--- config.mk ---
export PLATFORM = sky130hd
export DESIGN_NAME = tick_enable_gen
export DESIGN_NICKNAME = d
export VERILOG_FILES = /design/src/rtl/tick_gen_pkg.sv /design/src/rtl/tick_prescaler.sv /design/src/rtl/tick_divider.sv /design/src/rtl/tick_enable_gen.sv
export SDC_FILE = /design/constraint.sdc
export NUM_CORES = 1
export LEC_CHECK = 0
export ABC_AREA = 0
export BUFFER_PORTS_ARGS = -buffer_cell sky130_fd_sc_hd__buf_4
export CORE_ASPECT_RATIO = 1.1
export CORE_UTILIZATION = 40
export DETAILED_ROUTE_END_ITERATION = 12
export SYNTH_ARGS = -nofsm -noshare
export SYNTH_HDL_FRONTEND = slang
export SYNTH_SLANG_ARGS = --single-unit
--- constraint.sdc ---
create_clock -name clk -period 2.5 [get_ports clk]
set_input_delay 0.625 -clock clk [delete_from_list [all_inputs] [get_ports clk]]
set_output_delay 0.625 -clock clk [all_outputs]
set_load 0.01 [all_outputs]
--- src/rtl/tick_gen_pkg.sv ---
package tick_gen_pkg;
    localparam int NUM_CH      = 5;  // strobe channels
    localparam int PRE_W       = 8;  // bits per prescale value
    localparam int NUM_PRE     = 2;  // shared prescalers
    localparam int CODE_W      = 4;  // bits per divider code
    localparam int MAX_CODE    = 4;  // largest honoured code (divide by 2^MAX_CODE)
    localparam int GROUP_SPLIT = 2;  // channels below this use prescaler 0

    // Prescaler index that feeds a channel
    function automatic int group_of(input int ch, input int split, input int npre);
        return (ch < split) ? 0 : npre - 1;
    endfunction
endpackage

--- src/rtl/tick_prescaler.sv ---
module tick_prescaler #(
    parameter int W = 8
) (
    input  logic         clk,
    input  logic         rst_n,
    input  logic         restart,
    input  logic [W-1:0] limit,
    output logic         pre_tick
);
    typedef struct packed {
        logic [W-1:0] cnt;
    } pre_state_t;

    pre_state_t st_d, st_q;
    logic       wrap;

    always_comb begin
        st_d     = st_q;
        wrap     = (st_q.cnt == limit);
        pre_tick = wrap & ~restart;
        if (restart || wrap) begin
            st_d.cnt = '0;
        end else begin
            st_d.cnt = st_q.cnt + 1'b1;
        end
    end

    always_ff @(posedge clk or negedge rst_n) begin
        if (!rst_n) begin
            st_q <= '0;
        end else begin
            st_q <= st_d;
        end
    end
endmodule

--- src/rtl/tick_divider.sv ---
module tick_divider #(
    parameter int CODE_W   = 4,
    parameter int MAX_CODE = 4
) (
    input  logic              clk,
    input  logic              rst_n,
    input  logic              restart,
    input  logic              pre_tick,
    input  logic [CODE_W-1:0] code,
    output logic              tick
);
    localparam int DW = (MAX_CODE > 0) ? MAX_CODE : 1;

    typedef struct packed {
        logic [DW-1:0] cnt;
        logic          tick;
    } div_state_t;

    div_state_t        st_d, st_q;
    logic [CODE_W-1:0] code_c;
    logic [DW:0]       ratio;
    logic [DW-1:0]     last;

    always_comb begin
        // Clamp oversize codes to the largest ratio
        code_c = (code > CODE_W'(MAX_CODE)) ? CODE_W'(MAX_CODE) : code;
        ratio  = (DW+1)'(1) << code_c;
        last   = DW'(ratio - 1'b1);

        st_d      = st_q;
        st_d.tick = 1'b0;
        if (restart) begin
            st_d.cnt = '0;
        end else if (pre_tick) begin
            if (st_q.cnt == last) begin
                st_d.cnt  = '0;
                st_d.tick = 1'b1;
            end else begin
                st_d.cnt = st_q.cnt + 1'b1;
            end
        end
    end

    always_ff @(posedge clk or negedge rst_n) begin
        if (!rst_n) begin
            st_q <= '0;
        end else begin
            st_q <= st_d;
        end
    end

    assign tick = st_q.tick;
endmodule

--- src/rtl/tick_enable_gen.sv ---
module tick_enable_gen
    import tick_gen_pkg::*;
#(
    parameter int NUM_CH_P      = NUM_CH,
    parameter int PRE_W_P       = PRE_W,
    parameter int NUM_PRE_P     = NUM_PRE,
    parameter int CODE_W_P      = CODE_W,
    parameter int MAX_CODE_P    = MAX_CODE,
    parameter int GROUP_SPLIT_P = GROUP_SPLIT
) (
    input  logic                          clk,
    input  logic                          rst_n,
    input  logic                          pscl_we,
    input  logic [NUM_PRE_P*PRE_W_P-1:0]  pscl_wdata,
    input  logic                          div_we,
    input  logic [NUM_CH_P*CODE_W_P-1:0]  div_wdata,
    output logic [NUM_CH_P-1:0]           tick_en
);
    localparam int PSCL_W = NUM_PRE_P * PRE_W_P;
    localparam int DIV_W  = NUM_CH_P * CODE_W_P;
    localparam logic [PSCL_W-1:0] PSCL_RST = {NUM_PRE_P{{(PRE_W_P-1){1'b0}}, 1'b1}};

    typedef struct packed {
        logic [PSCL_W-1:0] pscl;
        logic [DIV_W-1:0]  div;
    } cfg_t;

    cfg_t                 cfg_d, cfg_q;
    logic                 restart;
    logic [NUM_PRE_P-1:0] pre_tick;

    always_comb begin
        cfg_d   = cfg_q;
        restart = pscl_we | div_we;
        if (pscl_we) cfg_d.pscl = pscl_wdata;
        if (div_we)  cfg_d.div  = div_wdata;
    end

    always_ff @(posedge clk or negedge rst_n) begin
        if (!rst_n) begin
            cfg_q <= '{pscl: PSCL_RST, div: '0};
        end else begin
            cfg_q <= cfg_d;
        end
    end

    for (genvar g = 0; g < NUM_PRE_P; g++) begin : g_pre
        tick_prescaler #(.W(PRE_W_P)) u_pre (
            .clk      (clk),
            .rst_n    (rst_n),
            .restart  (restart),
            .limit    (cfg_q.pscl[g*PRE_W_P +: PRE_W_P]),
            .pre_tick (pre_tick[g])
        );
    end

    for (genvar n = 0; n < NUM_CH_P; n++) begin : g_ch
        localparam int GRP = group_of(n, GROUP_SPLIT_P, NUM_PRE_P);
        tick_divider #(.CODE_W(CODE_W_P), .MAX_CODE(MAX_CODE_P)) u_div (
            .clk      (clk),
            .rst_n    (rst_n),
            .restart  (restart),
            .pre_tick (pre_tick[GRP]),
            .code     (cfg_q.div[n*CODE_W_P +: CODE_W_P]),
            .tick     (tick_en[n])
        );
    end
endmodule

# Word level (Yosys, flattened, before mapping)
# Cells that the tools add are included.
[word_totals]
latchBits = 0
register_bits = 77
romBits = 0
elab_cells = 83
ramBits = 0
out_inout_bits = 5
input_bits = 40
mem_count = 0
[classes]
mux = 32
reduce_logical = 4
mul = 0
n_eq_ne = 7
n_bitwise = 4
div_mod_pow = 0
addsub = 12
shifts = 5
order_cmp = 5
[ops]
columns = ["operator", "count"]
rows = [
  ["$mux 4", 15],
  ["$mux 5", 5],
  ["$add 4x1->4 const B", 5],
  ["$eq 4x4->1", 5],
  ["$gt 4x3->1 const B", 5],
  ["$shl 1x4->4 const A", 5],
  ["$sub 4x1->4 const B", 5],
  ["$add 8x1->8 const B", 2],
  ["$eq 8x8->1", 2],
  ["$mux 8", 2],
  ["$mux 1", 10],
  ["$reduce_bool 2->1", 2],
  ["$and 1x1->1", 2],
  ["$logic_or 1x1->1", 2],
  ["$not 1->1", 1],
  ["$or 1x1->1", 1],
]

# Longest topological paths before layout
# Gate-level depths: netlist of the first run.
[depth]
ltp_word = 8
ltp_mapped = 8

# By module
# Synthesis of the first run repeated with hierarchy kept, for this count alone.
[unflattened]
cells_unflattened = 349
area_unflattened_um2 = 4264.1
[modules_own_cells]
columns = ["module", "n_inst", "cells_each", "seq_area_each_um2", "area_each_um2"]
rows = [
  ["tick_divider", 5, 36, 125.1, 364.1],
  ["tick_enable_gen", 1, 77, 903.4, 1395.1],
  ["tick_prescaler", 2, 46, 200.2, 524.3],
]

# Least setup slack after synthesis of the first run
# No wires, ideal clock.
[synth_path]
kind = "register to register"
start = "register cfg_q[3] in the netlist's numbering"
end = "register g_ch[0].u_div.st_q[1] in the netlist's numbering"
arrival_time_ns = 2.284
t_required_ns = 2.375
n_path_buf = 0
setup_slack_ns = 0.091
stages_incl_launch_ff = 8
cell_sequence = "dfrtp_1 > or4_4 > ha_1 > xor2_1 > or3b_2 > a31oi_4 > nor2_2 > mux2_2"
[synth_between]
elab_chain_cells = 8
[synth_rtl]
columns = ["element", "line", "source"]
rows = [
  ["start, declared", "tick_enable_gen.sv:28", "cfg_t cfg_d, cfg_q;"],
  ["start signal, assigned", "tick_enable_gen.sv:41", "cfg_q <= '{pscl: PSCL_RST, div: '0};"],
  ["start signal, assigned", "tick_enable_gen.sv:43", "cfg_q <= cfg_d;"],
  ["$gt 4x3->1", "tick_divider.sv:26", "code_c = (code > CODE_W'(MAX_CODE)) ? CODE_W'(MAX_CODE) : code;"],
  ["$mux 4 *", "tick_divider.sv:26", ""],
  ["$shl 1x4->4 *", "tick_divider.sv:27", "ratio = (DW+1)'(1) << code_c;"],
  ["$sub 4x1->4 *", "tick_divider.sv:28", "last = DW'(ratio - 1'b1);"],
  ["$eq 4x4->1 *", "tick_divider.sv:35", "if (st_q.cnt == last) begin"],
  ["$mux 4 *", "tick_divider.sv:35", ""],
  ["$mux 5 *", "tick_divider.sv:34", "end else if (pre_tick) begin"],
  ["$mux 4 *", "tick_divider.sv:32", "if (restart) begin"],
  ["end signal, assigned", "tick_divider.sv:48", "st_q <= st_d;"],
  ["end, declared", "tick_divider.sv:19", "div_state_t st_d, st_q;"],
]
# Every way passes the cells marked *; elsewhere a longest branch is shown, timed or not. The select of a mux whose other input is x is not followed.
# A chain may end at the register's enable or synchronous reset.

# Worst setup path after layout of the first run
# Ends and elaborated chain as after synthesis.

==> flow_metrics.py, run 1 <==
metrics = {
    "yosys": {
        "share_of_synthesized_area_occupied_by_flip_flops_and_latches_pct": 48.9,
        "synth_enable_flop_cells": 0,
        "ys.flop_type": "dfrtp_1",
        "yosys_warnings": 0,
        "synth.lib_cells_used.distinct": 47,
        "netlist_instances": 351,
        "average_cell_area_after_synthesis_um2": 11.2,
        "synth.ff_latch_count": 77,
        "synth.cell_area_um2": 3950,
        "syn-num-nets": 403,
        "synth-async-reset-ratio_pct": 100,
    },
    "timing": {
        "finalSetupTns_ns": 0,
        "finalSetupViolCount": 0,
        "post-route-period-util_pct": 96.2,
        "timing_hold_violations_final": 0,
        "worst_hold_slack_ns": 0.161,
        "fin_worst_skew_ns": 0.0147,
        "unrepaired_setup_endpoints_after_global_routing": "no",
        "finalCriticalPeriod_ns": 2.41,
        "worst_slew_margin_rel_pct": 61.1,
        "worst_slew_pin_slew_ns": 0.578,
        "timing.fmax_ghz": 0.416,
        "drv_slew": 0,
    },
    "global_route": {
        "first_global_vias": 2876,
        "grt_use_total_pct": 16.0,
        "antenna_found_initial": 0,
        "grt_pass1_wl_um": 13300,
        "grt_start_max_net_pins": 40,
        "grt.overflow.total": 0,
    },
    "critical_path": {
        "worst-endpoint-arrival_ns": 2.62,
        "ff2ff_path_depth": 7,
        "slowest_delay_ns": 0.54,
        "worstSetupPathType": "reg -> reg",
        "worstSetupEndpointType": "register",
        "cp_max_fo": 3,
        "start_kind": "register",
        "worstPathCellList": "or4_4, ha_1, xor2_1, or3b_2, a31oi_4, nor2_2, mux2_2",
        "critPathSlowestCell": "or4_4",
        "worst_ep_required_time_ns": 2.72,
    },
    "place": {
        "placer_congestion_estimate": 0.740,
        "number_of_input_and_output_port_buffers_inserted": 44,
        "dp_hpwl_um": 5400,
        "post_dp_cell_area_um2": 4470,
    },
    "clock_network": {
        "cts_tree": "yes",
        "ctsLongestPathBuffers": 2,
        "postCtsHoldBufs": 0,
        "cts.root.buffer_cell": "clkbuf_8",
        "htree_num_levels": 3,
        "clk-insertion-delay-late_ns": 0.34,
        "number_of_clock_buffers_inserted_by_tritoncts": 9,
        "clkSlewWorstSetupHoldPaths_ns": 0.09,
        "tritoncts_num_sinks": 77,
    },
    "final_layout": {
        "nets": 458,
        "fraction_of_layout_instances_using_a_drive_strength_above_1_pct": 32.1,
        "final.fill_count": 887,
        "design_area_um2": 4710,
        "insertedDiodeCount": 0,
        "synthToLayoutAreaGrowth_pct": 19.3,
    },
    "detailed_routing": {
        "antenna_left": 0,
        "drt_iter0_drc": 121,
        "drt-total-wl_um": 7560,
        "route.detailed.drc": 0,
        "detail_route.wl_per_cell_um": 14.3,
        "via_per_inst": 5.28,
        "tritonroute_pass_1_iters": 4,
        "vias": 2790,
    },
    "die": {
        "ios": 45,
        "initial_utilization_pct": 41.6,
        "die-height_um": 106,
        "die_width_um": 96.7,
        "floorplan.die_area_um2": 10300,
        "row_count": 37,
        "core_um2": 9490,
    },
    "power_and_ir_drop": {
        "power.leakage_nw": 1.99,
        "ir_drop_mv": 0.311,
        "power-per-cell-area_nw_per_um2": 552,
    },
    "status": {
        "run_status": "completed",
    },
    "hold_path": {
        "worstHoldPathType": "in -> async",
    },
    "job": {
        "drv_cap": 0,
    },
}
[through the flow]
step,setup slack (ns),power (W),utilization (%),instances
after floorplan,0.0909,0.00154,-,351
after global placement,0.128,0.00166,47.1,512
after detailed placement,0.0534,0.00167,47.1,512
after CTS,0.0260,0.00263,49.2,528
after global routing,0.0125,0.00274,49.6,528
final,0.0949,0.00260,49.6,528
[metal layers]
layer	up-vias	wire [um]	GRT usage [%]
met5	-	0	0
met4	0	82	6.50
met3	7	174	2.63
met2	35	3950	27.6
met1	1379	3350	20.1
li1	1369	-	-
[critical path: cells and delay by family (launching register included)]
kind | cells | cell delay, ns
AND/OR/NAND/NOR | 3 | 1.07
flip-flops | 1 | 0.39
multiplexers | 1 | 0.26
adder cells (fa/ha/maj) | 1 | 0.22
AO/OA/AOI/OAI | 1 | 0.21
XOR/XNOR | 1 | 0.16
[cells by family after synthesis]
family / after synthesis / share of synthesized area (%)
buffers and inverters: 14 / 1.81
flip-flops: 77 / 48.9
AO/OA/AOI/OAI: 39 / 6.97
XOR/XNOR: 40 / 8.87
multiplexers: 39 / 11.1
adder cells (fa/ha/maj): 12 / 3.80
AND/OR/NAND/NOR: 130 / 18.6
[layout by cell type, fill, tap and decap left out, types with 11 or more instances in the layout]
cell type   n
dfrtp_1    75
buf_4      56
nor3_1     11
nand2_1    25
xor2_1     26
xnor2_1    11
nor2_1     20
nand3_1    24
mux2_2     38
ha_1       11
[sequential cells by signal (all words and copies together) (netlist names)]
signal,count
cfg_q,36
g_ch.u_div.st_q,20
g_pre.u_pre.st_q,16
g_ch.u_div.tick,5
[area by class of cell]
cell class / count / area (um^2) / area share (%)
clock inverters: 5 / 58.8 / 1.25
multi-input cells: 260 / 1990 / 42.2
clock buffers: 11 / 141 / 3.00
inverters: 1 / 3.75 / 0.0797
well taps: 117 / 146 / 3.11
flip-flops and latches: 77 / 1930 / 41.0
repair buffers: 57 / 440 / 9.35
[where the power goes]
group          internal (W)  leakage (nW)  switching [W]
logic              0.000163         0.907       0.000120
clock network      0.000491        0.0959       0.000458
registers           0.00131         0.989      0.0000589
total               0.00196          1.99       0.000637
[synth_stat cells, types with 3 or more instances]
cell type / number / area, um^2
nor2_1: 20 / 75.1
or4b_1: 4 / 40.0
nand3b_1: 5 / 37.5
xor2_1: 26 / 228
buf_4: 5 / 37.5
nand4b_1: 3 / 26.3
a31oi_1: 4 / 25.0
ha_1: 12 / 150
mux2_2: 38 / 428
or3_1: 5 / 31.3
clkbuf_1: 6 / 22.5
nand3_1: 24 / 120
a21oi_1: 10 / 50.1
nor3_1: 11 / 55.1
o21ai_0: 5 / 25.0
xnor2_1: 14 / 123
o21a_1: 4 / 30.0
or4_1: 3 / 22.5
nand4_1: 4 / 25.0
and3_1: 5 / 31.3
dfrtp_1: 75 / 1880
nand2_1: 25 / 93.8
o21ai_1: 4 / 20.0
[final timing paths]
kind | start | endpoint | slack, ns
hold / removal | rst_n | cfg_q[27] | 0.16
setup / recovery | cfg_q[3] | g_ch[0].u_div.st_q[1] | 0.09
setup reg to reg | cfg_q[3] | g_ch[0].u_div.st_q[1] | 0.09
min in group clk | pscl_wdata[9] | cfg_q[29] | 0.51
hold reg to reg | cfg_q[24] | cfg_q[24] | 0.54
max in group asynchronous | rst_n | g_ch[0].u_div.st_q[2] | 1.78
[what timing repair did]
action,4_1_cts,5_1_grt
resized for setup,0,6
setup endpoints to repair,0,9
buffers inserted,0,0
No activity file was read; power rests on OpenSTA's default activity.
==> inputs of run 2 (changes only) <==
--- a/config.mk
+++ b/config.mk
@@ -7,9 +7,12 @@
 export LEC_CHECK = 0
 export ABC_AREA = 0
 export BUFFER_PORTS_ARGS = -buffer_cell sky130_fd_sc_hd__buf_4
+export CELL_PAD_IN_SITES_DETAIL_PLACEMENT = 1
+export CELL_PAD_IN_SITES_GLOBAL_PLACEMENT = 1
 export CORE_ASPECT_RATIO = 1.1
 export CORE_UTILIZATION = 40
 export DETAILED_ROUTE_END_ITERATION = 12
+export PLACE_DENSITY_LB_ADDON = 0.1
 export SYNTH_ARGS = -nofsm -noshare
 export SYNTH_HDL_FRONTEND = slang
 export SYNTH_SLANG_ARGS = --single-unit
==> run 2 against run 1 <==
Non-clock buffer count is 1 higher. Register-to-register slack hardly changed. Clock power is 31% higher. Sequential share of layout area is 0.34 points lower. Critical path depth stayed put. Routed wire length is 8.9% higher. Clock skew is 0.0038 ns lower. Sequential power hardly changed. Setup slack better by 0.012 ns. First-iteration DRC count is 60% lower. Combinational power hardly changed. Power is 11% higher. Critical path type unchanged. Largest cell class unchanged.
==> flow_metrics.py, run 2 (synthesized netlist as in run 1, its figures left out) <==
metrics = {
    "clock_network": {
        "postCtsHoldBufs": 0,
        "number_of_clock_buffers_inserted_by_tritoncts": 9,
        "clk-insertion-delay-late_ns": 0.36,
        "clkSlewWorstSetupHoldPaths_ns": 0.09,
        "htree_num_levels": 3,
        "tritoncts_num_sinks": 77,
        "cts_tree": "yes",
        "ctsLongestPathBuffers": 2,
        "cts.root.buffer_cell": "clkbuf_8",
    },
    "power_and_ir_drop": {
        "power_report.internal_total_w": 0.00223,
        "p_sw_share_pct": 22.7,
        "clockPowerShare_pct": 42.9,
        "ir_drop_mv": 0.244,
        "power.leakage_nw": 2.01,
        "power.switching_w": 0.000654,
        "comb_power_share_pct": 9.7,
        "sequentialPowerShare_pct": 47.4,
        "power-per-cell-area_nw_per_um2": 608,
    },
    "detailed_routing": {
        "route.detailed.drc": 0,
        "drt_iter0_drc": 48,
        "antenna_left": 0,
        "detail_route.wl_per_cell_um": 15.6,
        "vias": 2854,
        "tritonroute_pass_1_iters": 4,
        "drt-total-wl_um": 8230,
        "via_per_inst": 5.40,
    },
    "global_route": {
        "grt_start_max_net_pins": 40,
        "grt.overflow.total": 0,
        "grt_use_total_pct": 18.0,
        "antenna_found_initial": 0,
        "grt_pass1_wl_um": 14700,
        "first_global_vias": 3054,
    },
    "final_layout": {
        "fraction_of_layout_instances_using_a_drive_strength_above_1_pct": 31.6,
        "nets": 459,
        "insertedDiodeCount": 0,
        "mostFrequentLayoutCell": "dfrtp_1",
        "mostFrequentLayoutCells": "dfrtp_1 (74), buf_4 (57), mux2_2 (38)",
        "design_area_um2": 4750,
        "number_of_flip_flops_under_the_largest_register_name": 36,
        "largestRegisters": "cfg_q (36), g_ch.u_div.st_q (20), g_pre.u_pre.st_q (16)",
        "final.fill_count": 1045,
        "synthToLayoutAreaGrowth_pct": 20.3,
        "top_register": "cfg_q",
    },
    "hold_path": {
        "worstHoldPathType": "in -> async",
    },
    "die": {
        "ios": 45,
        "core_um2": 9490,
        "row_count": 37,
        "floorplan.die_area_um2": 10300,
        "initial_utilization_pct": 41.6,
        "die_width_um": 96.7,
        "die-height_um": 106,
    },
    "critical_path": {
        "slowest_delay_ns": 0.54,
        "cp_max_fo": 4,
        "critPathSlowestCell": "or4_4",
        "worst-endpoint-arrival_ns": 2.63,
        "r2r-start": "cfg_q[3]",
        "ff2ff_path_depth": 7,
        "reg2reg_setup_slack_ns": 0.11,
        "worstSetupPathType": "reg -> reg",
        "crit-reg2reg-capture": "g_ch[0].u_div.st_q[1]",
        "worst_ep_required_time_ns": 2.74,
        "start_kind": "register",
        "worstPathCellList": "or4_4, ha_1, xor2_1, or3b_4, a31oi_4, nor2_2, mux2_2",
        "worstSetupEndpointType": "register",
    },
    "timing": {
        "unrepaired_setup_endpoints_after_global_routing": "no",
        "worst_hold_slack_ns": 0.256,
        "worst_slew_margin_rel_pct": 63.4,
        "post-route-period-util_pct": 95.7,
        "timing_hold_violations_final": 0,
        "fin_worst_skew_ns": 0.0109,
        "finalWorstSetupSlack_ns": 0.107,
        "finalSetupViolCount": 0,
        "timing.fmax_ghz": 0.418,
        "finalSetupTns_ns": 0,
        "finalCriticalPeriod_ns": 2.39,
        "drv_slew": 0,
        "worst_slew_pin_slew_ns": 0.549,
    },
    "place": {
        "post-place-ws_ns": 0.0450,
        "number_of_input_and_output_port_buffers_inserted": 44,
        "placer_congestion_estimate": 0.748,
        "dp_hpwl_um": 5840,
        "post_dp_cell_area_um2": 4470,
    },
    "status": {
        "run_status": "completed",
    },
    "job": {
        "drv_cap": 0,
    },
}
==> run 2: worst max-delay path by stage <==
stage	startpoint	end	slack (ns)	cells past startpoint
after floorplan	cfg_q[3]	g_ch[0].u_div.st_q[1]	0.09	7
after global placement	cfg_q[3]	g_ch[0].u_div.st_q[1]	0.09	7
after detailed placement	cfg_q[3]	g_ch[0].u_div.st_q[1]	0.04	7
after CTS	cfg_q[6]	g_ch[1].u_div.st_q[1]	0.03	7
after global routing	cfg_q[3]	g_ch[0].u_div.st_q[1]	0.009	7
final	cfg_q[3]	g_ch[0].u_div.st_q[1]	0.11	7
==> run 2: critical path: cells and delay by family, from the launching register on <==
| kind | cells | cell delay (ns) |
|---|---|---|
| fa+ha+maj | 1 | 0.22 |
| simple gates | 3 | 1.01 |
| xor+xnor | 1 | 0.17 |
| mux | 1 | 0.26 |
| compound gates | 1 | 0.23 |
| flops | 1 | 0.40 |
==> run 2: area by class of cell <==
class                           count  area (um^2)  area share (%)
Clock buffer                       10          128            2.69
Inverter                            1         3.75          0.0790
Tap cell                          117          146            3.08
Multi-Input combinational cell    260         1960            41.2
Timing Repair Buffer               58          448            9.43
Sequential cell                    77         1930            40.6
Clock inverter                      6          135            2.84
==> run 2: per-layer routing <==
layer	routed length (um)	up-vias	share of wire (%)	global-route usage [%]
li1	-	1376	-	-
met1	3740	1436	45	22.6
met2	4170	33	51	30.9
met3	205	9	2.5	3.62
met4	112	0	1.4	6.08
met5	0	-	0	0
==> run 2: stage by stage <==
step	total power [W]	util (%)	std cells
CTS	0.00294	49.8	528
global placement	0.00166	47.1	512
global route	0.00303	50.1	529
detailed placement	0.00168	47.1	512
floorplan	0.00154	-	351
finish	0.00289	50.1	529
==> run 2: power groups by stage <==
stage	registers (W)	clock network, W	logic (W)
after floorplan	0.00138	0	0.000160
after global placement	0.00139	0	0.000273
after detailed placement	0.00140	0	0.000283
after CTS	0.00137	0.00128	0.000285
after global routing	0.00138	0.00133	0.000316
final	0.00137	0.00124	0.000281
==> run 2: repair_timing <==
action,4_1_cts,5_1_grt
endpoints found under the setup margin,1,4
pin swaps,1,1
gates resized for setup,0,4
hold endpoints to repair,0,0
setup buffers,0,1
==> inputs of run 3 (changes only) <==
--- a/config.mk
+++ b/config.mk
@@ -9,7 +9,6 @@
 export BUFFER_PORTS_ARGS = -buffer_cell sky130_fd_sc_hd__buf_4
 export CELL_PAD_IN_SITES_DETAIL_PLACEMENT = 1
 export CELL_PAD_IN_SITES_GLOBAL_PLACEMENT = 1
-export CORE_ASPECT_RATIO = 1.1
 export CORE_UTILIZATION = 40
 export DETAILED_ROUTE_END_ITERATION = 12
 export PLACE_DENSITY_LB_ADDON = 0.1
==> run 3 against run 2 <==
Clock skew increased by 0.00050 ns. Critical path depth did not move. Global-route usage is 0.45 points higher. Utilization is 0.48 points higher. Hold slack worse by 0.0051 ns. Final area rose by 0.16%. Setup slack better by 0.012 ns. Sequential share of layout area is 0.064 points lower. Critical path type unchanged. Power decreased by 6.4%. Combinational power grew 5%. Count of clock-buffer cells in the layout shrank 1. Critical endpoint is now g_ch[2].u_div.st_q[4].
==> flow_metrics.py, run 3 (synthesized netlist as in run 1, its figures left out) <==
metrics = {
    "clock_network": {
        "postCtsHoldBufs": 0,
        "htree_num_levels": 3,
        "clkSlewWorstSetupHoldPaths_ns": 0.09,
        "number_of_clock_buffers_inserted_by_tritoncts": 9,
        "clk-insertion-delay-late_ns": 0.35,
        "cts.root.buffer_cell": "clkbuf_8",
        "ctsLongestPathBuffers": 2,
        "tritoncts_num_sinks": 77,
        "cts_tree": "yes",
    },
    "timing": {
        "post-route-period-util_pct": 95.2,
        "fin_worst_skew_ns": 0.0114,
        "worst_slew_margin_rel_pct": 64.0,
        "unrepaired_setup_endpoints_after_global_routing": "no",
        "timing.fmax_ghz": 0.420,
        "worst_slew_pin_slew_ns": 0.540,
        "finalSetupViolCount": 0,
        "finalCriticalPeriod_ns": 2.38,
        "drv_slew": 0,
        "timing_hold_violations_final": 0,
        "finalSetupTns_ns": 0,
        "finalWorstSetupSlack_ns": 0.119,
    },
    "place": {
        "number_of_input_and_output_port_buffers_inserted": 44,
        "dp_hpwl_um": 6040,
        "post_dp_cell_area_um2": 4490,
        "post-place-ws_ns": 0.0114,
        "placer_congestion_estimate": 0.738,
    },
    "job": {
        "drv_cap": 0,
    },
    "detailed_routing": {
        "drt-total-wl_um": 8480,
        "antenna_left": 0,
        "via_per_inst": 5.25,
        "route.detailed.drc": 0,
        "detail_route.wl_per_cell_um": 15.6,
        "vias": 2861,
        "drt_iter0_drc": 52,
        "tritonroute_pass_1_iters": 4,
    },
    "final_layout": {
        "design_area_um2": 4760,
        "mostFrequentLayoutCell": "dfrtp_1",
        "synthToLayoutAreaGrowth_pct": 20.5,
        "final_core_util_pct": 50.5,
        "largestRegisters": "cfg_q (36), g_ch.u_div.st_q (20), g_pre.u_pre.st_q (16)",
        "insertedDiodeCount": 0,
        "top_register": "cfg_q",
        "fraction_of_layout_instances_using_a_drive_strength_above_1_pct": 32.9,
        "mostFrequentLayoutCells": "dfrtp_1 (74), buf_4 (61), mux2_2 (38)",
        "number_of_flip_flops_under_the_largest_register_name": 36,
        "nets": 463,
    },
    "power_and_ir_drop": {
        "power-per-cell-area_nw_per_um2": 568,
        "ir_drop_mv": 0.241,
        "power_w": 0.00270,
        "power.leakage_nw": 2.02,
    },
    "global_route": {
        "antenna_found_initial": 0,
        "grt.overflow.total": 0,
        "first_global_vias": 3047,
        "grt_use_total_pct": 18.4,
        "grt_pass1_wl_um": 14600,
        "grt_start_max_net_pins": 40,
    },
    "die": {
        "floorplan.die_area_um2": 10300,
        "ios": 45,
        "initial_utilization_pct": 41.9,
        "die_width_um": 101,
        "die-height_um": 101,
        "core_um2": 9420,
        "row_count": 35,
    },
    "critical_path": {
        "critPathSlowestCell": "or4_4",
        "worstSetupEndpointType": "register",
        "worst_ep_required_time_ns": 2.74,
        "start_kind": "register",
        "slowest_delay_ns": 0.54,
        "worst-endpoint-arrival_ns": 2.62,
        "worstSetupPathType": "reg -> reg",
        "worstPathCellList": "or4_4, ha_1, xnor2_2, or3b_1, a31o_2, a21oi_1, o21ai_1",
        "cp_max_fo": 7,
    },
    "hold_path": {
        "worstHoldPathType": "in -> async",
    },
    "status": {
        "run_status": "completed",
    },
}
## run 3: cell count changes in the layout (fill, tap and decap cells not counted), sizes merged
cell / delta
clkbuf: -1
clkinv: +3
bufinv: -2
buf: +4
## run 3: worst paths after layout
kind,start,to,slack (ns),cells past startpoint
hold / removal,rst_n,cfg_q[17],0.25,1
hold reg to reg,cfg_q[24],cfg_q[24],0.54,1
setup reg to reg,cfg_q[10],g_ch[2].u_div.st_q[4],0.12,7
setup / recovery,cfg_q[10],g_ch[2].u_div.st_q[4],0.12,7
max in group asynchronous,rst_n,cfg_q[28],1.64,2
min in group clk,div_wdata[17],cfg_q[17],0.49,2
## run 3: cell type report
class	instances	area (um^2)
Multi-Input combinational cell	260	1970
Clock inverter	7	90.1
Sequential cell	77	1930
Inverter	1	3.75
Clock buffer	9	124
Timing Repair Buffer	62	478
Tap cell	129	161
Fill cell	1028	4660
## run 3: power breakdown
part | internal [W] | total (W) | switching (W) | leakage, nW
combinational | 0.000168 | 0.000295 | 0.000128 | 0.930
sequential | 0.00131 | 0.00137 | 0.0000598 | 0.988
clock | 0.000557 | 0.00104 | 0.000482 | 0.105
total | 0.00203 | 0.00270 | 0.000670 | 2.02
## run 3: stage by stage
step / hold slack, ns / cells
2_1_floorplan: 0.329 / 351
3_3_place_gp: 0.517 / 525
3_5_place_dp: 0.522 / 525
4_1_cts: 0.263 / 541
5_1_grt: 0.262 / 545
6_report: 0.251 / 545
## run 3: routing by layer
layer	global-route usage [%]	wire length, um	vias up
li1	-	-	1371
met1	22.5	3830	1456
met2	32.2	4380	28
met3	4.35	177	6
met4	5.91	90	0
met5	0	0	-
## run 3: what timing repair did
item                                    CTS  global route
resized for setup                         1             5
pin swaps                                 0             0
endpoints found under the hold margin     0             0
endpoints found under the setup margin    1             5
setup buffers                             0             4
## run 3: worst max-delay path: cells and delay by family, from the launching register on
family	cells	cell delay, ns
xor gates and xnor gates	1	0.16
adders and majority gates	1	0.24
AOI/OAI and AO/OA	3	0.50
and+or+nand+nor	2	0.92
DFF	1	0.44
